File: config.mk
export PLATFORM = sky130hd
export DESIGN_NAME = hmacl_unit
export DESIGN_NICKNAME = d
export VERILOG_FILES = /design/src/rtl/hmacl_unit.sv
export SDC_FILE = /design/constraint.sdc
export NUM_CORES = 1
export LEC_CHECK = 0
export BUFFER_PORTS_ARGS = -buffer_cell sky130_fd_sc_hd__buf_4
export CAP_MARGIN = 10
export CORE_ASPECT_RATIO = 1.5
export CORE_MARGIN = 10
export CORE_UTILIZATION = 45
export DETAILED_ROUTE_END_ITERATION = 6
export HOLD_SLACK_MARGIN = 0.06
export PLACE_DENSITY = 0.61
export SLEW_MARGIN = 20
export SYNTH_ARGS = -nofsm -noshare
export SYNTH_HDL_FRONTEND = slang
export SYNTH_SLANG_ARGS = --single-unit
export TNS_END_PERCENT = 10
File: constraint.sdc
create_clock -name clk -period 17 [get_ports clk]
set_clock_uncertainty 0.2 [all_clocks]
set_input_delay 2.55 -clock clk [delete_from_list [all_inputs] [get_ports clk]]
set_output_delay 2.55 -clock clk [all_outputs]
set_load 0.1 [all_outputs]
File: src/rtl/hmacl_unit.sv
module hmacl_unit #(
  parameter int DW = 32,
  parameter int IW = 4,
  parameter logic [3:0] ALWAYS_CC = 4'b1110
) (
  input  logic          clk,
  input  logic          rst,
  input  logic          in_valid,
  input  logic          enc_wide,
  input  logic [31:0]   instr,
  input  logic [DW-1:0] rn_val,
  input  logic [DW-1:0] rm_val,
  input  logic [DW-1:0] lo_val,
  input  logic [DW-1:0] hi_val,
  output logic          out_valid,
  output logic          hit,
  output logic          lo_we,
  output logic          hi_we,
  output logic [IW-1:0] lo_idx,
  output logic [IW-1:0] hi_idx,
  output logic [DW-1:0] lo_res,
  output logic [DW-1:0] hi_res,
  output logic [3:0]    cond_out
);
  localparam int HW = DW / 2;
  localparam int AW = 2 * DW;

  logic wide_ok, cond_ok, match, sel_n, sel_m;
  logic signed [HW-1:0] op_a, op_b;
  logic signed [DW-1:0] prod;
  logic [AW-1:0] sum;
  logic hit_q;

  assign wide_ok = (instr[31:20] == 12'b1111_1011_1100) && (instr[7:6] == 2'b10);
  assign cond_ok = (instr[27:20] == 8'b0001_0100) && instr[7] && !instr[4];
  assign match   = enc_wide ? wide_ok : cond_ok;

  assign sel_n = instr[5];
  assign sel_m = enc_wide ? instr[4] : instr[6];

  assign op_a = sel_n ? rn_val[DW-1:HW] : rn_val[HW-1:0];
  assign op_b = sel_m ? rm_val[DW-1:HW] : rm_val[HW-1:0];
  assign prod = DW'(op_a) * DW'(op_b);
  assign sum  = {hi_val, lo_val} + {{DW{prod[DW-1]}}, prod};

  always_ff @(posedge clk) begin
    if (rst) begin
      out_valid <= 1'b0;
      hit_q     <= 1'b0;
      lo_idx    <= '0;
      hi_idx    <= '0;
      lo_res    <= '0;
      hi_res    <= '0;
      cond_out  <= ALWAYS_CC;
    end else begin
      out_valid <= in_valid;
      if (in_valid) begin
        hit_q    <= match;
        lo_idx   <= IW'(instr[15:12]);
        hi_idx   <= enc_wide ? IW'(instr[11:8]) : IW'(instr[19:16]);
        lo_res   <= sum[DW-1:0];
        hi_res   <= sum[AW-1:DW];
        cond_out <= enc_wide ? ALWAYS_CC : instr[31:28];
      end
    end
  end

  assign hit   = out_valid & hit_q;
  assign lo_we = hit;
  assign hi_we = hit;
endmodule

# Yosys cells after proc, flatten, opt, wreduce, memory -nomap -nowiden
# Index checks and enable logic that the tools add are counted.
[totals]
out_inout_bits = 80
register_bits = 78
inputBits = 164
word_cells = 23
[classes]
mul = 1
mux = 6
eq_ne = 3
reduce_logical = 4
bitwise_logic = 1
add_sub_neg = 1
[op_table]
columns = ["cell", "count"]
rows = [
  ["$add A64 B64 Y64", 1],
  ["$mul A16 B16 Y32", 1],
  ["$mux W16", 2],
  ["$eq A12 B12 Y1 const B", 1],
  ["$eq A8 B5 Y1 const B", 1],
  ["$mux W4", 2],
  ["$logic_and A1 B1 Y1", 3],
  ["$eq A2 B2 Y1 const B", 1],
  ["$mux W1", 2],
  ["$and A1 B1 Y1", 1],
  ["$logic_not A1 Y1", 1],
]

# Logic depth before layout (Yosys ltp)
# Gate-level depths: netlist of run 1.
[depth]
word_depth = 4
depth_mapped = 39
mapped_depth_nobuf = 36

# Worst setup path before layout of run 1
# OpenSTA, ideal clock, no wires.
[synth_path]
path_kind = "input-to-reg"
from = "input port enc_wide"
to = "register hi_res[28]"
required_ps = 16676
path_buffers = 4
arrival_ps = 13131
path_slack_ps = 3545
stages = 34
setup_time_ps = 124
cell_sequence = "clkbuf_1 mux2i_1 buf_2 buf_2 mux2i_1 nor2_1 fa_1 fa_1 fa_1 fa_1 fa_1 inv_1 fa_1 inv_1 ha_1 and3_1 and3_1 o221ai_1 a21oi_1 o2111ai_1 a31oi_1 xnor2_1 ha_1 buf_4 a21o_1 a21oi_1 nor2b_1 a2111oi_0 nand3_1 a2111oi_2 nor2_1 a31oi_1 xor2_1 o21ai_0"
[synth_between]
elab_chain_cells = 4
[synth_lines]
columns = ["item", "line", "source"]
rows = [
  ["from (decl)", "9", "input logic enc_wide,"],
  ["$mux W1", "39", "assign sel_m = enc_wide ? instr[4] : instr[6];"],
  ["$mux W16", "42", "assign op_b = sel_m ? rm_val[DW-1:HW] : rm_val[HW-1:0];"],
  ["$mul A16 B16 Y32", "43", "assign prod = DW'(op_a) * DW'(op_b);"],
  ["$add A64 B64 Y64", "44", "assign sum = {hi_val, lo_val} + {{DW{prod[DW-1]}}, prod};"],
  ["to (signal assigned)", "62", "hi_res <= sum[AW-1:DW];"],
  ["to (decl)", "22", "output logic [DW-1:0] hi_res,"],
]
# Every way passes these cells.
# A chain may end at the register's enable or synchronous reset.

# Worst setup path after layout of run 1
# Ends and elaborated chain as after synthesis.

==> results.sh, run 1 <==
export IMPL_layout_common_cells="303 x sky130_fd_sc_hd__inv_1, 263 x sky130_fd_sc_hd__fa_1, 258 x sky130_fd_sc_hd__buf_4"
export IMPL_finalWorstSetupSlack_ns=4.01
export IMPL_design_portCount=244
export IMPL_syn2layout_area_growth_pct=15.4
export IMPL_path_type_of_the_worst_setup_path="input pin to flop"
export IMPL_most_frequent_cp_cell="sky130_fd_sc_hd__fa_1"
export IMPL_clkSinkCount=78
export IMPL_timing_critical_path_required_ns=17.02
export IMPL_setup_worst_path_end_class="flop"
export IMPL_ys_seq_elements=78
export IMPL_die_span_x_um=177
export IMPL_detailed_place_hpwl_um=42100
export IMPL_maxSlewViolCount=0
export IMPL_synth_instances=1935
export IMPL_h_tree_depth=3
export IMPL_unrepaired_setup_endpoints_after_global_routing="no"
export IMPL_yosysSeqAreaShare=0.0940
export IMPL_number_of_clock_buffers_inserted_by_tritoncts=9
export IMPL_cts_tree="done"
export IMPL_hold_path_class="flop to flop"
export IMPL_worstSetupStartpointType="input pin"
export IMPL_final_report_hold_violation_count=0
export IMPL_synth_cell_type_count=82
export IMPL_totalNegativeSetupSlack_ns=0
export IMPL_clock_latency_ns=0.35
export IMPL_detail_route_wl_per_cell_um=18.5
export IMPL_critical_path_peak_fanout=34
export IMPL_clk_transition_reported_paths_ns=0.06
export IMPL_mapped_area_um2=16600
export IMPL_count_of_hold_buffers_inserted_by_post_cts_repair=0
export IMPL_post_cts_setup_buffers=0
export IMPL_max_clock_path_buffers=2
export IMPL_final_nets=2719
export IMPL_final_util=0.524
export IMPL_n_fill_cell=3570
export IMPL_clock_root_buffer="sky130_fd_sc_hd__clkbuf_16"
export IMPL_ys_warn_count=0
export IMPL_layout_cells_most_common="sky130_fd_sc_hd__inv_1"
export IMPL_viasPerCell=5.31
export IMPL_synth_async_reset_ratio=0
export IMPL_die_h_um=255
export IMPL_crit_arrival_ns=13.01
export IMPL_dr_pass1_iters=7
export IMPL_ys_top_cells_by_area="sky130_fd_sc_hd__fa_1 32%, sky130_fd_sc_hd__ha_1 11%, sky130_fd_sc_hd__dfxtp_1 9.4%"
export IMPL_placement_setup_worst_slack_ns=3.66
export IMPL_cp_num_buf_inv=6
export IMPL_run_status="completed"
export IMPL_grt_pass1_wl_um=79500
export IMPL_routed_wirelength_um=48600
export IMPL_place_gp_congestion=0.903
export IMPL_post_synth_cell_area_avg_um2=8.59
export IMPL_slew_limit_headroom=0.186
export IMPL_number_of_global_route_vias_before_repair=15200
export IMPL_number_of_port_buffers=239
export IMPL_multi_input_comb_area_um2=13600
export IMPL_drtAntennaViolNets=0
export IMPL_die_area_um2=45200
export IMPL_max_slew_worst_pin_slew_ns=1.19
export IMPL_timing_max_cap_violations=0
export IMPL_routed_via_count=14000
export IMPL_violation_count_after_the_first_detailed_routing_iteration=595
export IMPL_drcViolationCount=0
export IMPL_share_of_post_route_cells_with_drive_strength_above_1=0.157
export IMPL_global_route_usage_total=0.218
export IMPL_setup_viol_count_final=0
export IMPL_globalRoute_totalOverflow=0
export IMPL_netlist_area_leader_share=0.317
export IMPL_core_rowCount=86
export IMPL_regArea_um2=1560
export IMPL_initial_core_util=0.454
export IMPL_period_needed_ns=12.99
export IMPL_core_um2=36600
export IMPL_hold_worst_slack_ns=0.265
export IMPL_syn_num_nets=2510
export IMPL_synth_top_cell_by_area="sky130_fd_sc_hd__fa_1"
export IMPL_cpLargestDelayFamily="adder cells"
export IMPL_number_of_synthesized_flops_with_an_enable_pin=0
export IMPL_max_clock_freq_ghz=0.0770
export IMPL_critPathSlowestCell="sky130_fd_sc_hd__mux2i_2"
export IMPL_cp_slowest_stage_delay_ns=0.96
export IMPL_number_of_antenna_violations_at_the_first_check_in_global_routing=2
export IMPL_synth_main_ff_cell="sky130_fd_sc_hd__dfxtp_1"
export IMPL_maximum_number_of_pins_on_one_net_before_global_route_repair=69
export IMPL_cts_resized=0
export IMPL_timing_final_crit_share=0.764
==> layer usage <==
| layer | global-route usage | routed length, um |
|---|---|---|
| met5 | 0 | 20 |
| met4 | 0.0808 | 1740 |
| met3 | 0.0468 | 2730 |
| met2 | 0.407 | 26200 |
| met1 | 0.231 | 18000 |
==> through the flow <==
step | cell area, um^2 | std cells
after global placement | 18900 | 2617
after floorplan | 16600 | 1935
after detailed placement | 18900 | 2617
after global routing | 19200 | 2634
after CTS | 19200 | 2633
final | 19200 | 2634
==> cells in the mapped netlist (15+ instances only) <==
library cell	n
sky130_fd_sc_hd__nand2b_1	16
sky130_fd_sc_hd__nor2_1	250
sky130_fd_sc_hd__fa_1	263
sky130_fd_sc_hd__dfxtp_1	78
sky130_fd_sc_hd__xnor2_1	56
sky130_fd_sc_hd__clkbuf_1	35
sky130_fd_sc_hd__xor2_1	29
sky130_fd_sc_hd__inv_1	303
sky130_fd_sc_hd__mux2i_1	74
sky130_fd_sc_hd__o21ai_0	44
sky130_fd_sc_hd__mux2_2	22
sky130_fd_sc_hd__nand3_1	22
sky130_fd_sc_hd__a211oi_1	18
sky130_fd_sc_hd__ha_1	148
sky130_fd_sc_hd__o21a_1	15
sky130_fd_sc_hd__a21oi_1	96
sky130_fd_sc_hd__nand2_1	175
sky130_fd_sc_hd__a21o_1	54
sky130_fd_sc_hd__nor3_1	19
==> final cells by class <==
cell class,instances,share of cell area
multi-input cells,1494,0.710
repair buffers,258,0.101
flip-flops and latches,78,0.0814
inverters,303,0.0593
well taps,484,0.0316
clock buffers,9,0.0117
clock inverters,7,0.00450
diodes,1,0.000130
==> path summary, 6_finish.rpt <==
path / cells past startpoint / slack [ns] / startpoint / to
worst max-delay path: 34 / 4.01 / enc_wide / hi_res[28]
worst min-delay path: 2 / 0.27 / hi_res[28] / hi_res[28]
worst max register to register: 3 / 15.85 / hi_res[20] / hi_res[20]
worst min register to register: 2 / 0.27 / hi_res[28] / hi_res[28]
==> cell families after synthesis <==
group                      count (synthesis)  synth area share
DFF                                       78            0.0940
buffers and inverters                    363            0.0883
adders and majority gates                411             0.428
and+or+nand+nor                          558             0.145
muxes                                     99            0.0615
xor gates and xnor gates                  85            0.0448
AOI/OAI and AO/OA                        341             0.138
==> worst min-delay path: cells and delay by family (launching register included) <==
| family | cells | cell delay, ns |
|---|---|---|
| AO/OA/AOI/OAI | 1 | 0.05 |
| AND/OR/NAND/NOR | 1 | 0.05 |
| flip-flops | 1 | 0.33 |
==> state kept, by name, summed over array words and instances (netlist names) <==
register,count
lo_res,32
cond_out,4
hit_q,1
out_valid,1
hi_res,32
lo_idx,4
hi_idx,4
Power of run 1 is not shown: default switching activity piles up to over one toggle a cycle in this logic, so the estimate is an artifact.
==> inputs of run 2 (changes only) <==
==> constraint.sdc (replaced) <==
create_clock -name clk -period 13.06 [get_ports clk]
set_clock_uncertainty 0.2 [all_clocks]
set_input_delay 1.959 -clock clk [delete_from_list [all_inputs] [get_ports clk]]
set_output_delay 1.959 -clock clk [all_outputs]
set_load 0.1 [all_outputs]
==> results.sh, run 2 (synthesis results as in run 1) <==
export IMPL_final_util=0.527
export IMPL_finalWorstSetupSlack_ns=0.959
export IMPL_hold_path_class="flop to flop"
export IMPL_period_needed_ns=12.10
export IMPL_run_status="completed"
export IMPL_number_of_global_route_vias_before_repair=15200
export IMPL_syn2layout_area_growth_pct=15.9
export IMPL_max_clock_path_buffers=2
export IMPL_dr_pass1_iters=5
export IMPL_clkSinkCount=78
export IMPL_drcViolationCount=0
export IMPL_global_route_usage_total=0.216
export IMPL_cp_slowest_stage_delay_ns=0.77
export IMPL_detail_route_wl_per_cell_um=18.3
export IMPL_largestRegisters="hi_res: 32 flops, lo_res: 32 flops"
export IMPL_routed_via_count=14000
export IMPL_path_type_of_the_worst_setup_path="input pin to flop"
export IMPL_core_um2=36600
export IMPL_core_rowCount=86
export IMPL_critPathSlowestCell="sky130_fd_sc_hd__fa_1"
export IMPL_holdCritStartpoint="hit_q"
export IMPL_detailed_place_hpwl_um=42300
export IMPL_cts_tree="done"
export IMPL_hold_path_depth=2
export IMPL_share_of_post_route_cells_with_drive_strength_above_1=0.160
export IMPL_maxSlewViolCount=0
export IMPL_cts_resized=0
export IMPL_post_cts_setup_buffers=0
export IMPL_drtAntennaViolNets=0
export IMPL_max_slew_worst_pin_slew_ns=1.04
export IMPL_design_portCount=244
export IMPL_die_h_um=255
export IMPL_number_of_clock_buffers_inserted_by_tritoncts=9
export IMPL_routed_wirelength_um=48400
export IMPL_grt_pass1_wl_um=79300
export IMPL_layout_common_cells="303 x sky130_fd_sc_hd__inv_1, 272 x sky130_fd_sc_hd__buf_4, 263 x sky130_fd_sc_hd__fa_1"
export IMPL_regToRegEndpoint="hi_res[20]"
export IMPL_setup_viol_count_final=0
export IMPL_count_of_hold_buffers_inserted_by_post_cts_repair=0
export IMPL_most_frequent_cp_cell="sky130_fd_sc_hd__fa_1"
export IMPL_number_of_port_buffers=239
export IMPL_n_fill_cell=3550
export IMPL_timing_max_cap_violations=0
export IMPL_h_tree_depth=3
export IMPL_maximum_number_of_pins_on_one_net_before_global_route_repair=69
export IMPL_reg2reg_slack_ns=11.90
export IMPL_globalRoute_totalOverflow=0
export IMPL_die_span_x_um=177
export IMPL_critical_path_startpoint="enc_wide"
export IMPL_timing_critical_path_required_ns=13.12
export IMPL_initial_core_util=0.454
export IMPL_setup_worst_path_end_class="flop"
export IMPL_placement_setup_worst_slack_ns=0.597
export IMPL_slew_limit_headroom=0.289
export IMPL_unrepaired_setup_endpoints_after_global_routing="no"
export IMPL_die_area_um2=45200
export IMPL_viasPerCell=5.29
export IMPL_worstSetupStartpointType="input pin"
export IMPL_clock_latency_ns=0.36
export IMPL_timing_final_crit_share=0.927
export IMPL_crit_arrival_ns=12.16
export IMPL_max_clock_freq_ghz=0.0826
export IMPL_layout_cells_most_common="sky130_fd_sc_hd__inv_1"
export IMPL_final_nets=2733
export IMPL_number_of_antenna_violations_at_the_first_check_in_global_routing=3
export IMPL_final_report_hold_violation_count=0
export IMPL_totalNegativeSetupSlack_ns=0
export IMPL_clk_transition_reported_paths_ns=0.07
export IMPL_worstRegToRegCells=3
export IMPL_clock_root_buffer="sky130_fd_sc_hd__clkbuf_16"
export IMPL_critical_path_peak_fanout=20
export IMPL_reg2reg_from="hi_res[20]"
export IMPL_violation_count_after_the_first_detailed_routing_iteration=567
export IMPL_timing_critical_path_to="hi_res[31]"
export IMPL_place_gp_congestion=0.926
[run 2: cell types whose count changed in the layout (fill, tap and decap cells not counted)]
cell / delta
sky130_fd_sc_hd__buf_4: +14
sky130_fd_sc_hd__bufinv_16: -1
sky130_fd_sc_hd__clkinv_8: +1
sky130_fd_sc_hd__diode_2: +2
sky130_fd_sc_hd__inv_6: -1
sky130_fd_sc_hd__inv_8: +1
sky130_fd_sc_hd__mux2i_1: +5
sky130_fd_sc_hd__mux2i_2: -5
[run 2: layer usage]
layer / vias up / global-route usage / share of wire
li1: 6779 / - / -
met1: 6812 / 0.230 / 0.37
met2: 335 / 0.399 / 0.53
met3: 101 / 0.0430 / 0.054
met4: 2 / 0.0976 / 0.046
met5: - / 0 / 0.00027
[run 2: worst min path at each step]
stage / end / slack [ns]
5_1_grt: lo_res[18] / 0.29
3_5_place_dp: hit_q / 0.24
3_3_place_gp: hit_q / 0.24
4_1_cts: hit_q / 0.26
2_1_floorplan: hit_q / 0.22
6_report: hit_q / 0.25
[run 2: through the flow]
step / cell area (um^2) / hold slack (ns) / cells
global placement: 19000 / 0.238 / 2631
detailed placement: 19000 / 0.239 / 2631
floorplan: 16600 / 0.217 / 1935
finish: 19300 / 0.252 / 2650
global route: 19300 / 0.295 / 2649
CTS: 19300 / 0.256 / 2647
[run 2: layout make-up]
cell class | instances | area (um^2) | share of cell area
multi-input cells | 1494 | 13600 | 0.706
repair buffers | 272 | 2040 | 0.106
flip-flops and latches | 78 | 1560 | 0.0811
inverters | 303 | 1140 | 0.0590
well taps | 484 | 606 | 0.0314
clock buffers | 9 | 225 | 0.0117
clock inverters | 7 | 75.1 | 0.00390
diodes | 3 | 7.51 | 0.000390
[run 2: worst max-delay path, delay by kind of cell]
kind	cells	cell delay (ns)
adders and majority gates	8	3.91
AOI/OAI and AO/OA	10	2.26
buffers and inverters	7	1.30
and+or+nand+nor	6	1.29
xor gates and xnor gates	2	0.80
muxes	2	0.61
Power of run 2 is left out for the same reason.
